<file path="config.mk">
export PLATFORM = sky130hd
export DESIGN_NAME = coal_irq_ctrl
export DESIGN_NICKNAME = d
export VERILOG_FILES = /design/src/rtl/coal_pkg.sv /design/src/rtl/coal_path.sv /design/src/rtl/coal_regs.sv /design/src/rtl/coal_irq_ctrl.sv
export SDC_FILE = /design/constraint.sdc
export NUM_CORES = 1
export LEC_CHECK = 0
export BUFFER_PORTS_ARGS = -buffer_cell sky130_fd_sc_hd__buf_4
export CAP_MARGIN = 20
export CORE_AREA = 4 4 144 146
export DETAILED_ROUTE_END_ITERATION = 10
export DIE_AREA = 0 0 148 150
export PLACE_DENSITY_LB_ADDON = 0.15
export SYNTH_ARGS = -nofsm -noshare
export SYNTH_HDL_FRONTEND = slang
export SYNTH_SLANG_ARGS = --single-unit
</file>
<file path="constraint.sdc">
create_clock -name clk -period 5.9 [get_ports clk]
set_clock_uncertainty 0.15 [all_clocks]
set_input_delay 0.59 -clock clk [delete_from_list [all_inputs] [get_ports clk]]
set_output_delay 0.59 -clock clk [all_outputs]
set_load 0.05 [all_outputs]
</file>
<file path="src/rtl/coal_pkg.sv">
package coal_pkg;

   // Register word addresses
   typedef enum logic [2:0] {
      A_HCTL = 3'd0,
      A_MASK = 3'd1,
      A_MBOX = 3'd2,
      A_RXTK = 3'd3,
      A_TXTK = 3'd4,
      A_RXCN = 3'd5,
      A_TXCN = 3'd6,
      A_OPT  = 3'd7
   } coal_addr_e;

   localparam int ADDR_W   = 3;
   // Host-control bit positions
   localparam int HC_STATE = 0;
   localparam int HC_CLR   = 1;
   localparam int HC_MASK  = 2;
   // Path indices
   localparam int P_RX     = 0;
   localparam int P_TX     = 1;
   localparam int N_PATHS  = 2;

endpackage

</file>
<file path="src/rtl/coal_path.sv">
module coal_path #(
   parameter int TICK_W = 16,
   parameter int CNT_W  = 8
) (
   input  logic              clk,
   input  logic              rst_n,
   input  logic              evt_i,
   input  logic              tick_i,
   input  logic [TICK_W-1:0] tick_thr_i,
   input  logic [CNT_W-1:0]  cnt_thr_i,
   input  logic              cnt_en_i,
   output logic              fire_o
);

   logic              act_q;
   logic [TICK_W-1:0] tk_q, tk_n;
   logic [CNT_W-1:0]  ev_q, ev_n;
   logic              open_w, tk_hit, cnt_hit;

   always_comb begin
      tk_n    = (act_q && tick_i && tk_q != '1) ? tk_q + 1'b1 : tk_q;
      ev_n    = (evt_i && ev_q != '1) ? ev_q + 1'b1 : ev_q;
      open_w  = act_q | evt_i;
      tk_hit  = (tick_thr_i != '0) && (tk_n >= tick_thr_i);
      cnt_hit = cnt_en_i && (cnt_thr_i != '0) && (ev_n >= cnt_thr_i);
      fire_o  = open_w && (tk_hit || cnt_hit);
   end

   always_ff @(posedge clk or negedge rst_n) begin
      if (!rst_n) begin
         act_q <= 1'b0;
         tk_q  <= '0;
         ev_q  <= '0;
      end else if (fire_o) begin
         act_q <= 1'b0;
         tk_q  <= '0;
         ev_q  <= '0;
      end else if (open_w) begin
         act_q <= 1'b1;
         tk_q  <= tk_n;
         ev_q  <= ev_n;
      end
   end

endmodule

</file>
<file path="src/rtl/coal_regs.sv">
module coal_regs
   import coal_pkg::*;
#(
   parameter int DW          = 32,
   parameter int TICK_W      = 16,
   parameter int CNT_W       = 8,
   parameter int RX_TICK_DEF = 120,
   parameter int TX_TICK_DEF = 400,
   parameter int RX_CNT_DEF  = 25,
   parameter int TX_CNT_DEF  = 60
) (
   input  logic                             clk,
   input  logic                             rst_n,
   input  logic                             we_i,
   input  logic [ADDR_W-1:0]                addr_i,
   input  logic [DW-1:0]                    wdata_i,
   input  logic                             pend_i,
   output logic [DW-1:0]                    rdata_o,
   output logic [N_PATHS-1:0][TICK_W-1:0]   tick_thr_o,
   output logic [N_PATHS-1:0][CNT_W-1:0]    cnt_thr_o,
   output logic                             upd_only_o,
   output logic                             hc_mask_o,
   output logic                             msk_o,
   output logic                             mbox_nz_o,
   output logic                             clr_o
);

   logic [DW-1:0] mbox_q;

   always_ff @(posedge clk or negedge rst_n) begin
      if (!rst_n) begin
         tick_thr_o[P_RX] <= TICK_W'(RX_TICK_DEF);
         tick_thr_o[P_TX] <= TICK_W'(TX_TICK_DEF);
         cnt_thr_o[P_RX]  <= CNT_W'(RX_CNT_DEF);
         cnt_thr_o[P_TX]  <= CNT_W'(TX_CNT_DEF);
         upd_only_o       <= 1'b0;
         hc_mask_o        <= 1'b0;
         msk_o            <= 1'b0;
         mbox_q           <= '0;
      end else if (we_i) begin
         case (coal_addr_e'(addr_i))
            A_HCTL: hc_mask_o        <= wdata_i[HC_MASK];
            A_MASK: msk_o            <= wdata_i[0];
            A_MBOX: mbox_q           <= wdata_i;
            A_RXTK: tick_thr_o[P_RX] <= wdata_i[TICK_W-1:0];
            A_TXTK: tick_thr_o[P_TX] <= wdata_i[TICK_W-1:0];
            A_RXCN: cnt_thr_o[P_RX]  <= wdata_i[CNT_W-1:0];
            A_TXCN: cnt_thr_o[P_TX]  <= wdata_i[CNT_W-1:0];
            A_OPT:  upd_only_o       <= wdata_i[0];
            default: ;
         endcase
      end
   end

   assign mbox_nz_o = (mbox_q != '0);
   assign clr_o     = we_i && ((coal_addr_e'(addr_i) == A_MBOX) ||
                      ((coal_addr_e'(addr_i) == A_HCTL) && wdata_i[HC_CLR]));

   always_comb begin
      rdata_o = '0;
      case (coal_addr_e'(addr_i))
         A_HCTL: begin
            rdata_o[HC_STATE] = pend_i;
            rdata_o[HC_MASK]  = hc_mask_o;
         end
         A_MASK: rdata_o[0]          = msk_o;
         A_MBOX: rdata_o             = mbox_q;
         A_RXTK: rdata_o[TICK_W-1:0] = tick_thr_o[P_RX];
         A_TXTK: rdata_o[TICK_W-1:0] = tick_thr_o[P_TX];
         A_RXCN: rdata_o[CNT_W-1:0]  = cnt_thr_o[P_RX];
         A_TXCN: rdata_o[CNT_W-1:0]  = cnt_thr_o[P_TX];
         A_OPT:  rdata_o[0]          = upd_only_o;
         default: ;
      endcase
   end

endmodule

</file>
<file path="src/rtl/coal_irq_ctrl.sv">
module coal_irq_ctrl
   import coal_pkg::*;
#(
   parameter int DW          = 32,
   parameter int TICK_W      = 16,
   parameter int CNT_W       = 8,
   parameter int RX_TICK_DEF = 120,
   parameter int TX_TICK_DEF = 400,
   parameter int RX_CNT_DEF  = 25,
   parameter int TX_CNT_DEF  = 60
) (
   input  logic              clk,
   input  logic              rst_n,
   input  logic              tick_i,
   input  logic              tx_done_i,
   input  logic              rx_done_i,
   input  logic              reg_we_i,
   input  logic [ADDR_W-1:0] reg_addr_i,
   input  logic [DW-1:0]     reg_wdata_i,
   output logic [DW-1:0]     reg_rdata_o,
   output logic              irq_o
);

   localparam longint TICK_MAX = (64'd1 << TICK_W) - 1;
   localparam longint CNT_MAX  = (64'd1 << CNT_W) - 1;

   if (TICK_W > DW || CNT_W > DW || DW < 3) begin : g_bad_width
      $error("coal_irq_ctrl: field widths exceed register width");
   end
   if (RX_TICK_DEF > TICK_MAX || TX_TICK_DEF > TICK_MAX) begin : g_bad_tick
      $error("coal_irq_ctrl: tick default does not fit TICK_W");
   end
   if (RX_CNT_DEF > CNT_MAX || TX_CNT_DEF > CNT_MAX) begin : g_bad_cnt
      $error("coal_irq_ctrl: count default does not fit CNT_W");
   end

   logic [N_PATHS-1:0][TICK_W-1:0] tick_thr;
   logic [N_PATHS-1:0][CNT_W-1:0]  cnt_thr;
   logic [N_PATHS-1:0]             evt, hit, cnt_en;
   logic upd_only, hc_mask, msk, mbox_nz, clr, pend_q;

   assign evt[P_RX]    = rx_done_i;
   assign evt[P_TX]    = tx_done_i;
   assign cnt_en[P_RX] = 1'b1;
   assign cnt_en[P_TX] = ~upd_only;

   coal_regs #(
      .DW(DW), .TICK_W(TICK_W), .CNT_W(CNT_W),
      .RX_TICK_DEF(RX_TICK_DEF), .TX_TICK_DEF(TX_TICK_DEF),
      .RX_CNT_DEF(RX_CNT_DEF), .TX_CNT_DEF(TX_CNT_DEF)
   ) u_regs (
      .clk(clk), .rst_n(rst_n),
      .we_i(reg_we_i), .addr_i(reg_addr_i), .wdata_i(reg_wdata_i),
      .pend_i(pend_q), .rdata_o(reg_rdata_o),
      .tick_thr_o(tick_thr), .cnt_thr_o(cnt_thr), .upd_only_o(upd_only),
      .hc_mask_o(hc_mask), .msk_o(msk), .mbox_nz_o(mbox_nz), .clr_o(clr)
   );

   for (genvar g = 0; g < N_PATHS; g++) begin : g_path
      coal_path #(.TICK_W(TICK_W), .CNT_W(CNT_W)) u_path (
         .clk(clk), .rst_n(rst_n),
         .evt_i(evt[g]), .tick_i(tick_i),
         .tick_thr_i(tick_thr[g]), .cnt_thr_i(cnt_thr[g]),
         .cnt_en_i(cnt_en[g]), .fire_o(hit[g])
      );
   end

   // A fresh trigger beats a clear in the same cycle
   always_ff @(posedge clk or negedge rst_n) begin
      if (!rst_n)      pend_q <= 1'b0;
      else if (|hit)   pend_q <= 1'b1;
      else if (clr)    pend_q <= 1'b0;
   end

   assign irq_o = pend_q && !hc_mask && !msk && !mbox_nz;

endmodule

</file>
**After elaboration in Yosys (flattened, before gate mapping)**

Index checks and enable logic that the tools add are counted.

- Register bits: 134
- Input bits: 41
- Output and inout port bits: 33
- Word-level logic and storage cells: 103

- $add $sub $neg: 4
- $lt $le $gt $ge: 4
- Eq/ne operators: 11
- Mux-type cells: 24
- Bitwise logic cells: 3
- Reduce and logical (&&, ||, !) cells: 42

Operators with widths:

| cell | count |
|---|---|
| $mux 16 | 7 |
| $mux 8 | 6 |
| $add 16x1->16 const B | 2 |
| $ge 16x16->1 | 2 |
| $ne 16x16->1 const B | 2 |
| $reduce_bool 16->1 | 2 |
| $reduce_bool 32->1 | 1 |
| $pmux 5 s5 | 1 |
| $pmux 8 s3 | 1 |
| $logic_and 1x1->1 | 18 |
| $add 8x1->8 const B | 2 |
| $ge 8x8->1 | 2 |
| $ne 8x8->1 const B | 2 |
| $reduce_and 2->1 | 8 |
| $reduce_bool 8->1 | 2 |
| $eq 3x3->1 const B | 4 |
| $pmux 1 s8 | 1 |
| $eq 3x2->1 const B | 2 |
| $mux 1 | 6 |
| $pmux 1 s6 | 1 |
| $reduce_bool 2->1 | 3 |
| $pmux 1 s5 | 1 |
| $eq 3x1->1 const B | 1 |
| $logic_not 1->1 | 3 |
| 5 further kinds | 8 |

**Logic depth before layout (Yosys ltp)**

Gate-level depths: netlist of the first run.

- Word-level depth: 9
- Depth in mapped cells: 15
- Gate-level depth less buffers: 13

**Cells and area by module**

A second synthesis of the first run with hierarchy kept.

- Cell total of the unflattened synthesis: 921
- Area, all modules: 8952.3 µm²

By module, submodules not included:

| module | times used | cells each | area an instance (µm²) | seq. area each (µm²) |
|---|---|---|---|---|
| coal_regs | 1 | 301 | 4017.6 | 2094.5 |
| coal_path at g_path[0].u_path | 1 | 313 | 2459.9 | 625.6 |
| coal_path at g_path[1].u_path | 1 | 300 | 2417.3 | 625.6 |
| coal_irq_ctrl | 1 | 7 | 57.6 | 25.0 |

**Least setup slack after synthesis of the first run**

Ideal clock, no wire load.

- Kind: register to register
- Start: reg g_path[1].u_path.tk_q[0]
- End: reg g_path[1].u_path.tk_q[10]
- Library setup time: 126 ps
- Arrival: 3296 ps
- Required time: 5624 ps
- Setup slack: 2328 ps
- Cell stages (with the launch flop): 16
- Buffers on the path: 2
- Clock period less this slack: 3572 ps
- Cells stage by stage: dfrtp_1 ha_1 and3_1 nand4_1 o21ai_1 buf_2 nor3_1 xor2_1 ha_1 nand4_1 or2_1 o41ai_2 o41a_4 buf_6 nor2_4 a221o_1

- Cells in the longest elaborated chain, start to end: 8
- Elaborated cells between the ends (all ways): 11
- Classes of those cells: 1 x add/sub; 1 x order compare; 1 x eq/ne; 3 x mux; 5 x reduce/logical

RTL lines:

| what | line | RTL |
|---|---|---|
| start, declared | coal_path.sv:16 | `logic [TICK_W-1:0] tk_q, tk_n;` |
| start signal, assigned | coal_path.sv:40 | `tk_q <= tk_n;` |
| parallel branches: the longest is 2 deep, another holds $add 16x1->16 | - |  |
| $mux 16 * | coal_path.sv:21 | `tk_n = (act_q && tick_i && tk_q != '1) ? tk_q + 1'b1 : tk_q;` |
| $ge 16x16->1 | coal_path.sv:24 | `tk_hit = (tick_thr_i != '0) && (tk_n >= tick_thr_i);` |
| $logic_and 1x1->1 | coal_path.sv:24 |  |
| $logic_or 1x1->1 | coal_path.sv:26 | `fire_o = open_w && (tk_hit \|\| cnt_hit);` |
| $logic_and 1x1->1 | coal_path.sv:26 |  |
| $mux 16 or $reduce_bool 2->1 (tied branches) | - |  |

Every way passes the cells marked *. The select of a mux whose other input is x is not followed.
A chain may end at the register's enable or synchronous reset.

**Worst setup path after layout of the first run**

Ends and elaborated chain as after synthesis.

==> results of run 1 <==
-- cell usage after synthesis, drive strengths merged (9+ instances only) --
cell type / count
clkbuf: 22
nor4: 19
a22o: 11
nand2b: 17
nor2b: 10
nand3: 17
and2: 22
dfrtp: 120
mux2i: 21
a211oi: 9
mux2: 74
o21ai: 52
and3: 13
buf: 18
xor2: 17
nand4: 19
inv: 47
o31ai: 12
dfstp: 14
a221o: 9
nor3: 23
nand2: 96
nor2: 40
a21o: 11
ha: 52
xnor2: 16
a21oi: 22
-- cell type report --
class	count	area (sq um)
Fill cell	1849	9430
Multi-Input combinational cell	658	4860
Sequential cell	134	3370
Timing Repair Buffer	81	612
Clock buffer	18	439
Tap cell	265	332
Inverter	47	176
Clock inverter	14	174
-- per-layer routing --
| metal | vias up | track usage [%] | wire length (um) | share of wire, % |
|---|---|---|---|---|
| met3 | 28 | 4.09 | 644 | 2.9 |
| met1 | 3319 | 27.0 | 10100 | 45 |
| li1 | 3319 | - | - | - |
| met4 | 0 | 5.77 | 412 | 1.9 |
| met2 | 105 | 35.4 | 11100 | 50 |
| met5 | - | 0 | 0 | 0 |
-- power breakdown --
part | switching, mW | leakage (nW) | internal, mW | total, mW
clock network | 0.430 | 0.301 | 0.679 | 1.11
registers | 0.230 | 1.65 | 1.14 | 1.37
logic | 0.602 | 2.65 | 0.487 | 1.09
total | 1.26 | 4.60 | 2.30 | 3.57
-- how the worst max path moves through the flow --
| stage | start | to | slack, ns |
|---|---|---|---|
| 6_report | g_path[1].u_path.tk_q[0] | g_path[1].u_path.tk_q[10] | 1.64 |
| 3_5_place_dp | g_path[1].u_path.tk_q[0] | g_path[1].u_path.tk_q[15] | 1.63 |
| 5_1_grt | g_path[1].u_path.tk_q[0] | g_path[1].u_path.tk_q[12] | 1.28 |
| 2_1_floorplan | g_path[1].u_path.tk_q[0] | g_path[1].u_path.tk_q[10] | 2.33 |
| 3_3_place_gp | g_path[1].u_path.tk_q[0] | g_path[1].u_path.tk_q[15] | 1.74 |
| 4_1_cts | g_path[1].u_path.tk_q[0] | g_path[1].u_path.tk_q[10] | 1.63 |
-- kinds of logic after synthesis --
group	Yosys count
mux	95
simple gates	305
flops	134
compound gates	173
buf+inv	87
fa+ha+maj	52
xor+xnor	33
-- per-stage QoR --
stage	util [%]	total power [mW]	worst slack, ns
3_3_place_gp	48.2	2.45	1.74
2_1_floorplan	-	2.13	2.33
6_report	51.4	3.57	1.64
3_5_place_dp	48.2	2.48	1.63
5_1_grt	51.4	3.81	1.28
4_1_cts	51.4	3.60	1.63
-- worst reg2reg max path, cell delays in order, from the launching register on --
cell and delay (ns):
dfrtp_1 0.47, ha_1 0.23, and3_1 0.18, nand4_1 0.21
o21ai_1 0.63, nor3_1 0.16, xor2_1 0.18, ha_1 0.32
nand4_1 0.11, or2_1 0.27, o41ai_2 0.36, o41a_4 0.36
nor2_4 0.13, a221o_1 0.37
-- sequential cells by signal, summed over array words and instances, names as in the netlist --
| register | cells |
|---|---|
| pend_q | 1 |
| g_path.u_path.tk_q | 32 |
| u_regs.cnt_thr_o | 16 |
| u_regs.tick_thr_o | 32 |
| u_regs.msk_o | 1 |
| g_path.u_path.act_q | 2 |
| u_regs.upd_only_o | 1 |
| u_regs.mbox_q | 32 |
| u_regs.hc_mask_o | 1 |
| g_path.u_path.ev_q | 16 |
==> results summary, run 1 <==
The flow ran to the end, and the final reports show no timing, DRC or antenna violations. The clock passes through at most 2 buffers. The worst-margin pin slew came out at 1.03 ns.

The total track usage is 20.8%. The synthesized netlist contains 70 unique library cells. The worst setup path is of the reg -> reg kind. Based on the critical path, the design can be clocked at up to ~0.23 GHz. In this run the critical register-to-register path is launched from g_path[1].u_path.tk_q[0]. The worst path needs 4.26 ns of the cycle, external delays included.

The via count of the first global-routing pass is approximately 6,900. The number of warnings reported in the yosys synthesis log is 0. The number of standard cells after synthesis came out at 879. The number of antenna violations at the first check in global routing came out at 0.

The share of synthesized area occupied by flip-flops and latches is 39.3%. The number of I/O port buffers came out at 73. After synthesis, the cell types taking the most area are dfrtp_1, mux2_2, ha_1. The post-cts hold buffer count is 0. The number of gates resized after CTS was 0. The kind of cell with the highest combined delay on the critical path is compound AO/OA/AOI/OAI gates. Of the post-synthesis cell area, the part taken by muxes is between 10% and 20%.

The DRC marker count from the first detailed-route iteration is 338. The global route total overflow is 0. In this run the critical register-to-register path is captured at g_path[1].u_path.tk_q[10]. The final number of max-transition violations came out at 0.

The setup slack of the worst register-to-register path is 1.64 ns. The count of unresolved DRC violations after routing came out at 0. The first global-routing pass estimated around 36,000 um of wire. The CTS tree is done. The growth of design area from synthesis to finish is 16.2%.

The standby leakage power came out at 4.60 nW. The share of flip-flops with an asynchronous set or reset came out at 100%. The final wirelength is 22,200 um. The number of hold violations in the final report came out at 0. The library cells used most frequently in the layout, excluding fill and tap cells, are dfrtp_1, nand2_1, buf_4, mux2_2, ha_1. The count of flip-flops with a built-in enable after synthesis is 0. The total of endpoints with negative setup slack in the final report is 0. In the routed layout, each cell is associated on average with a via count of roughly 5.6.

After floorplanning, the core was divided into 51 placement rows. The buffers inserted during post-CTS setup optimization is 0. The worst setup path is launched from a register. The number of flip-flops and latches in the synthesized netlist came out at 134.

The number of antenna-violating nets in the routed design is 0. Detailed routing inserted a total of 6,771 vias. The maximum fanout along the worst path came out at 22. The detailed placement HPWL came out at 16,600 um. The path class of the lowest-slack min-delay path is in -> async. The placeable core region is ~19,000 sq um. The die extent in x is 148 um. The main combinational cell family by area after synthesis is simple AND/OR/NAND/NOR gates. The clock sink count is between 100 and 150. In the synthesized netlist the dominant register cell turns out to be dfrtp_1. The post-route cell area is 9970 sq um. The relative slew slack is between 30% and 40%. The layout cell share with drive strength beyond 1 came out at 23.8%. The depth of the CTS H-tree came out at 4.

The critical path runs through a total of 13 cells. The slowest stage of the critical path belongs to the cell o21ai_1. During I/O placement, the number of pins put on the boundary was between 70 and 80. The worst setup path is captured at a register. The compound-cell area share of the yosys netlist came out at 14.8%. For the worst-skew pair, the clock arrives at the later sink with an insertion delay of ~0.43 ns. The antenna diode count came out at 0. In this run the clock root is driven by a clkbuf_16.

Of the post-synthesis cell area, the dominant cell type holds about a third. The largest incremental delay on the critical path is about 0.63 ns. Dividing the detail-routed wire length by the instance count gives ~18 um. The adder and majority cell fraction of the synthesized area is between 7 and 8%. The routability congestion estimate is 0.852. In this run, CTS created clock tree buffers numbering 17. The net total in the final layout came out at 1,032. The maximum vdd ir drop is 0.205 mV. The area of the die is roughly 22,000 sq um. Once placement finished, the instance area stood at 9360 sq um.

Walking the worst path, the cells encountered are ha_1 > and3_1 > nand4_1 > o21ai_1 > nor3_1 > xor2_1 > ha_1 > nand4_1 > or2_1 > o41ai_2 > o41a_4 > nor2_4 > a221o_1. Setup repair after global routing left no endpoint under its margin. The post-synthesis instance area is 8580 sq um.

The average instance area after synthesis came out at 9.76 sq um. Leaving out fill and tap cells, the most frequent cell in the layout is dfrtp_1. The power per standard cell area is 358 nW/um^2. Dividing the final minimum period by the clock period gives 72.1%. Summed over all failing endpoints, the final setup total negative slack is 0 ns. The critical path data required time is 6.05 ns. The max-cap violation count came out at 0.

The maximum number of pins on one net before global-route repair came out at 94. The non-filler instance count after layout came out at about 1,200. The first detailed-routing pass ran for 4 iterations. The worst path buffer plus inverter count is 0. The biggest area contributor in the post-synthesis netlist is dfrtp_1.

The vertical extent of the die came out at 150 um. Counting cells, the worst reg-to-reg path comes to 13. Data on the critical path arrives at its endpoint at approximately 4.4 ns. The post-placement cell count came out at 1,185. The number of nets produced by synthesis came out at ~970.

The share of the synthesized netlist area taken by xor and xnor gates is roughly 3.4%. Hold timing on the final database bottoms out at a slack of 0.0477 ns. The initial core utilization came out at 44.2%.

The clock edge transition at the registers on the reported setup and hold paths came out at 0.06 ns. The post-synthesis simple-gate area fraction is a little under a fifth.
(Power assumes the default switching activity.)
==> run 2: changes to the inputs <==
==> constraint.sdc (replaced) <==
create_clock -name clk -period 4.05 [get_ports clk]
set_clock_uncertainty 0.15 [all_clocks]
set_input_delay 0.405 -clock clk [delete_from_list [all_inputs] [get_ports clk]]
set_output_delay 0.405 -clock clk [all_outputs]
set_load 0.05 [all_outputs]
==> run 2 against run 1 <==
The run now ends with negative hold slack left. Sequential share of layout area down 0.65 points. Cell count up 1.1%. First-iteration DRC count down 16%. Fmax up 8.0%. Cell area up 1.9%. Non-clock buffer count up 11. Combinational power up 50%. Register-to-register slack worse by 1.5 ns. Setup slack worse by 1.5 ns. Critical path type unchanged. Critical endpoint is now g_path[1].u_path.tk_q[11]. Largest power group unchanged. Highest routed layer unchanged.
==> results summary, run 2 (synthesis gave the netlist of run 1 again) <==
The final number of max-transition violations came out at 0. The routed design has about 23,000 um of wire. In this run the worst path has a maximum fanout of 11. The clock edge transition at the registers on the reported setup and hold paths is about 0.060 ns. The net count of the finished layout is 1,045.

The worst setup path is captured at a register. The final reports fail on negative hold slack. The clock sink count came out at 134.

CTS placed an instance of clkbuf_16 at the clock tree root. The clock reaches the later pin of the worst-skew pair after approximately 0.43 ns. The clock buffer count from CTS is 17. The analysis attributes to cell leakage a power of 4.71 nW. In the final layout, the registers with the most flip-flops are g_path.u_path.tk_q x32, u_regs.mbox_q x32, u_regs.tick_thr_o x32. The maximum operating frequency came out at 0.254 GHz. The first global-routing pass estimated 36,300 um of wire. The worst hold path belongs to the class in -> async.

STA classifies the critical path startpoint as a register. The layout cell share with drive strength beyond 1 is 25.0%. The total track usage is between 20 and 25%. TritonCTS built the clock tree. The number of I/O pins is 74. The detailed placement HPWL came out at 16,500 um. The final clock period utilization by the worst path is a little under 100%.

The die extent in x is between 100 and 150 um. The antenna diode count came out at 0. The deepest clock path buffer count is 2. By startpoint and endpoint, the worst setup path is classified as reg -> reg. The number of antenna violations at the first check in global routing is 0. The maximum vdd ir drop is 0.313 mV. The average routed wire per standard cell came out at between 15 and 20 um. Data on the critical path is required at its endpoint by 4.27 ns. The routed via count came out at 6,884.

For the finished layout, the period the worst path requires is 3.94 ns. The worst pin sits at a relative slew slack of between 30 and 40%. Max-cap violations in this run came to 0. The number of hold violations in the final report is 46. The register area is approximately 3400 sq um. The detail route stage leaves a number of antenna-violating nets equal to 0. For the worst setup path, the data arrival time is 4.16 ns. The initial core utilization came out at ~44%. The maximum number of pins on one net before global-route repair came out at 106. The library cell used most frequently in the layout, excluding fill and tap cells, is dfrtp_1.

The number of I/O port buffers came out at 73. The vertical extent of the die came out at 150 um. The routability congestion estimate is 0.858. After clock tree synthesis, the flow added hold-fix buffers numbering 0. In the routed layout, each cell is associated on average with a via count of approximately 5.6. The library cells used most frequently in the layout, excluding fill and tap cells, are dfrtp_1, nand2_1, buf_4, mux2_2, ha_1.

The overall power of the completed layout is around 5.3 mW. The core occupancy in the finished layout is 52.4%. The total of endpoints with negative setup slack in the final report is 0. In the final layout, the multi-input gates occupy 4920 sq um. The global route total overflow came out at 0. The count of standard-cell rows is a little over 50.

The run finished, with violations left. The tightest hold margin is -0.0450 ns. The depth of the CTS H-tree came out at 4. For this design the ratio of total power to cell area is between 500 and 600 nW/um^2.

The growth of design area from synthesis to finish came out at 18.5%. The fill cell total of the finished layout came out at between 1,500 and 2,000. The worst-margin pin slew came out at 1.00 ns. The DRC marker count from the first detailed-route iteration came out at between 200 and 300. The number of detailed-routing iterations run before antenna repair is 4. The via count of the first global-routing pass came out at between 6,000 and 7,000. The placeable core region is between 15,000 and 20,000 sq um.

The area of the die came out at approximately 22,000 sq um. The count of unresolved DRC violations after routing is 0.
[run 2: cell count changes in the layout (fill, tap and decap cells not counted), moves of 2 or more]
cell | previous run | this run
buf_12 | 0 | 2
buf_4 | 80 | 89
bufinv_16 | 3 | 5
clkinv_2 | 3 | 5
clkinv_4 | 5 | 1
clkinvlp_4 | 1 | 3
inv_6 | 2 | 0
o41a_2 | 0 | 2
[run 2: metal layers]
| layer | track usage (%) | up-vias | wire length [um] | part of all wire (%) |
|---|---|---|---|---|
| met1 | 27.7 | 3378 | 10100 | 45 |
| met3 | 3.15 | 22 | 751 | 3.3 |
| met2 | 34.9 | 121 | 11400 | 50 |
| met4 | 6.19 | 0 | 364 | 1.6 |
| li1 | - | 3363 | - | - |
| met5 | 0 | - | 0 | 0 |
[run 2: worst paths after layout]
path | endpoint | depth (start not counted) | from | slack [ns]
worst max register to register | g_path[1].u_path.tk_q[11] | 15 | g_path[1].u_path.tk_q[1] | 0.11
worst min-delay path | u_regs.mbox_q[26] | 1 | rst_n | -0.05
worst min register to register | u_regs.tick_thr_o[24] | 2 | u_regs.tick_thr_o[24] | 0.38
min in group clk | u_regs.mbox_q[18] | 2 | reg_wdata_i[18] | 0.06
worst max-delay path | g_path[1].u_path.tk_q[11] | 15 | g_path[1].u_path.tk_q[1] | 0.11
max in group asynchronous | u_regs.tick_thr_o[4] | 2 | rst_n | 2.91
[run 2: power breakdown]
part           internal (mW)  switching [mW]  total [mW]
logic                  0.741           0.899        1.64
clock network           1.10           0.613        1.72
registers               1.66           0.326        1.98
total                   3.50            1.84        5.34
[run 2: timing repair]
action | in CTS | in global routing
endpoints found under the hold margin | 0 | 0
gates resized for setup | 0 | 5
setup buffers | 0 | 0
setup endpoints to repair | 0 | 24
[run 2: final cells by class]
type | count | area share, %
sequential | 134 | 33.2
tap | 265 | 3.26
clock inverter | 14 | 2.03
timing repair buffer | 92 | 7.08
inverter | 47 | 1.74
multi-input combinational | 660 | 48.4
clock buffer | 18 | 4.32
[run 2: critical path: stages, from the launching register on]
cell and delay (ns):
dfrtp_1 0.42, ha_1 0.22, and3_1 0.20, nand4_1 0.16
buf_4 0.16, o21ai_1 0.06, buf_4 0.18, nor2_1 0.15
xor2_1 0.29, ha_1 0.31, and4_1 0.18, o21ai_0 0.14
o41ai_4 0.16, o41a_2 0.60, o31ai_1 0.32, a22o_1 0.17
[run 2: through the flow]
stage | worst slack (ns) | cell area, sq um | hold WS, ns | TNS (ns) | instances
final | 0.110 | 10200 | -0.0450 | 0 | 1230
after global routing | -0.0253 | 10200 | 0.0186 | -0.0506 | 1230
after CTS | 0.109 | 10100 | 0.00572 | 0 | 1228
after detailed placement | 0.141 | 9460 | 0.367 | 0 | 1196
after global placement | 0.249 | 9460 | 0.364 | 0 | 1196
after floorplan | 0.478 | 8580 | -0.0406 | 0 | 879
==> run 3: changes to the inputs <==
--- a/config.mk
+++ b/config.mk
@@ -10,7 +10,7 @@
 export CORE_AREA = 4 4 144 146
 export DETAILED_ROUTE_END_ITERATION = 10
 export DIE_AREA = 0 0 148 150
-export PLACE_DENSITY_LB_ADDON = 0.15
+export PLACE_DENSITY = 0.64
 export SYNTH_ARGS = -nofsm -noshare
 export SYNTH_HDL_FRONTEND = slang
 export SYNTH_SLANG_ARGS = --single-unit
==> run 3 against run 2 <==
The flow now finishes without violations. Sequential cell count is the same. Global-route usage shrank 0.11 points. Die area is the same. Sequential power is essentially flat. Sequential share of layout area grew 0.23 points. Clock power shrank 2%. Wire length shrank 2.2%. Setup slack gained 0.057 ns. Count of clock-buffer cells in the layout grew 3. Critical path depth shrank 4. First-iteration DRC count grew 8.8%. Fmax grew 1.5%. Highest routed layer unchanged.
==> results summary, run 3 (synthesis gave the netlist of run 1 again) <==
The flow ran to the end, and the final reports show no timing, DRC or antenna violations. The final number of max-transition violations is 0. Cells with a size suffix above 1 make up 24.6% of the layout. Headroom to the max-slew limit came out at 35.0%. The worst-margin pin slew came out at approximately 0.97 ns. In the final layout, the registers with the most flip-flops are g_path.u_path.tk_q x32, u_regs.mbox_q x32, u_regs.tick_thr_o x32. The number of hold violations in the final report came to 0.

The critical path data required time is 4.24 ns. After detailed routing, the average wire length per cell comes to 18.0 um. The net total in the final layout is 1,043.

The first global-routing pass estimated 36,200 um of wire. The clock tree root driver cell is clkbuf_16. The tightest hold margin came out at about 0.046 ns. Once detail routing completed, the nets flagged for antenna violations numbered 0. For this run the aggregate overflow at the end of global routing stands at 0. The depth of the CTS H-tree is 4. The path with the worst hold slack has its endpoint at u_regs.tick_thr_o[24]. The number of antenna violations at the first check in global routing came out at 0.

The power per standard cell area is 524 nW/um^2. The initial core utilization is 44.2%. The antenna diode count is 0.

TritonCTS built the clock tree. The routability congestion estimate came out at 0.912. In this run the deepest clock path goes through 2 buffers.

The filler cells instantiated in the layout total 1,827. Before CTS, the worst setup slack after placement is ~0.13 ns. The shortest period the worst path allows came out at 3.88 ns. Leaving out fill and tap cells, the most frequent cells in the layout are dfrtp_1, nand2_1, buf_4, mux2_2, ha_1.

The total track usage is approximately 20%. Summed over all layers, the routed wires come to 22,200 um. In this run the worst hold path is classified as in -> reg.

The count of standard-cell rows came out at 51. For this run, the top clock speed supported by timing is approximately 0.26 GHz. The launch point of the worst reg-to-reg path is g_path[1].u_path.tk_q[1]. Entering global routing, the biggest net connects 92 pins.

The via count of the first global-routing pass is 6,769. The kind of end point of the critical path is a register. The growth of design area from synthesis to finish came out at 17.7%. Buffers placed on the I/O ports in this run total 73. The die extent in x came out at 148 um. The arrival time at the worst endpoint is 4.08 ns. The start-to-end type of the worst setup path is reg -> reg.

After detailed routing, the number of vias per cell comes to 5.57. Summed over all cells, the static leakage comes to between 4 and 5 nW. The detailed router placed 6,834 vias in this run. After clock tree synthesis, the clock-pin slew on the worst setup and hold paths is 0.06 ns. Setup repair after global routing could not meet its margin everywhere.

The clock buffer count from CTS came out at 17. In this run the worst path has a maximum fanout of 22. The worst register-to-register path ends at g_path[1].u_path.ev_q[2].

The clock sink count is 134. The first routing iteration left 308 violations. The insertion delay to the later sink of the worst-skew pair came out at 0.43 ns. The setup slack of the worst register-to-register path is 0.17 ns. The final clock period utilization by the worst path is 95.9%. The count of unresolved DRC violations after routing came out at 0. The pre-antenna-repair detailed-routing pass consisted of 5 iterations. The most common cell after layout, fill and taps aside is dfrtp_1. The max-cap violation count is 0. The detailed placement HPWL is 16,500 um. The worst setup path is launched from a register.

Buffers added to address setup during post-CTS repair amount to 0. The number of I/O pins is 74. The die covers 22,200 sq um. In this run the most critical hold path is launched from reg_wdata_i[8]. The floorplan step set the die height to 150 um. Across the VDD grid, the largest voltage drop is 0.335 mV. The worst path setup slack after routing is approximately 0.17 ns. The total of endpoints with negative setup slack in the final report is 0. The placeable core region is 19,400 sq um. Measured in cells, the most critical reg-to-reg path has a length of 11. The count of cells along the worst hold path is 3.
[run 3: cell count changes in the layout (fill, tap and decap cells not counted), moves of 2 or more]
cell | before | now
buf_12 | 2 | 0
clkbuf_8 | 1 | 3
clkinv_2 | 5 | 2
o41a_2 | 2 | 0
[run 3: how the worst max path moves through the flow]
stage | from | to | slack [ns] | cells past startpoint
after global routing | g_path[1].u_path.tk_q[4] | g_path[1].u_path.ev_q[2] | -0.01 | 10
after detailed placement | g_path[1].u_path.tk_q[1] | g_path[1].u_path.tk_q[13] | 0.13 | 13
after global placement | g_path[1].u_path.tk_q[1] | g_path[1].u_path.tk_q[15] | 0.24 | 13
after CTS | g_path[1].u_path.tk_q[1] | g_path[1].u_path.tk_q[13] | 0.12 | 13
final | g_path[1].u_path.tk_q[1] | g_path[1].u_path.ev_q[2] | 0.17 | 11
after floorplan | g_path[1].u_path.tk_q[0] | g_path[1].u_path.tk_q[10] | 0.48 | 15
[run 3: through the flow]
stage / util [%] / std cells / TNS [ns] / total power [mW] / instance area (sq um)
finish: 52.0 / 1228 / 0 / 5.28 / 10100
detailed placement: 48.6 / 1195 / 0 / 3.62 / 9430
CTS: 52.0 / 1228 / 0 / 5.32 / 10100
floorplan: - / 879 / 0 / 3.10 / 8580
global route: 52.0 / 1228 / -0.0188 / 5.63 / 10100
global placement: 48.6 / 1195 / 0 / 3.58 / 9430
[run 3: critical path, stage by stage, from the launching register on]
cell and delay [ns]:
dfrtp_1 0.40, ha_1 0.21, and3_1 0.18, nand4_1 0.24, o21bai_2 0.39, mux2_2 0.42, ha_1 0.32, a2111oi_4 0.34
o41ai_2 0.11, o41a_4 0.51, or2_1 0.36, o2bb2ai_1 0.18
[run 3: cell type report]
| class | instances | area [sq um] | area share [%] |
|---|---|---|---|
| multi-input cells | 658 | 4870 | 48.3 |
| flip-flops and latches | 134 | 3370 | 33.4 |
| repair buffers | 92 | 697 | 6.91 |
| clock buffers | 21 | 470 | 4.66 |
| well taps | 265 | 332 | 3.29 |
| inverters | 47 | 176 | 1.75 |
| clock inverters | 11 | 171 | 1.70 |
[run 3: repair_timing]
action                                 in CTS  in global routing
resized for setup                           0                  2
setup endpoints to repair                   0                 21
endpoints found under the hold margin      83                  0
hold buffers                                1                  0
[run 3: power by group]
group	leakage, nW	total, mW	internal (mW)	switching [mW]
clock	0.310	1.68	1.08	0.600
sequential	1.65	1.99	1.66	0.327
combinational	2.71	1.62	0.729	0.889
total	4.67	5.28	3.47	1.82
[run 3: per-layer routing]
layer / vias up / share of wire (%) / wire (um) / GRT usage [%]
met4: 0 / 1.5 / 341 / 5.45
met3: 24 / 3.7 / 821 / 3.69
li1: 3350 / - / - / -
met2: 106 / 51 / 11200 / 35.7
met1: 3354 / 44 / 9800 / 26.7
met5: - / 0 / 0 / 0
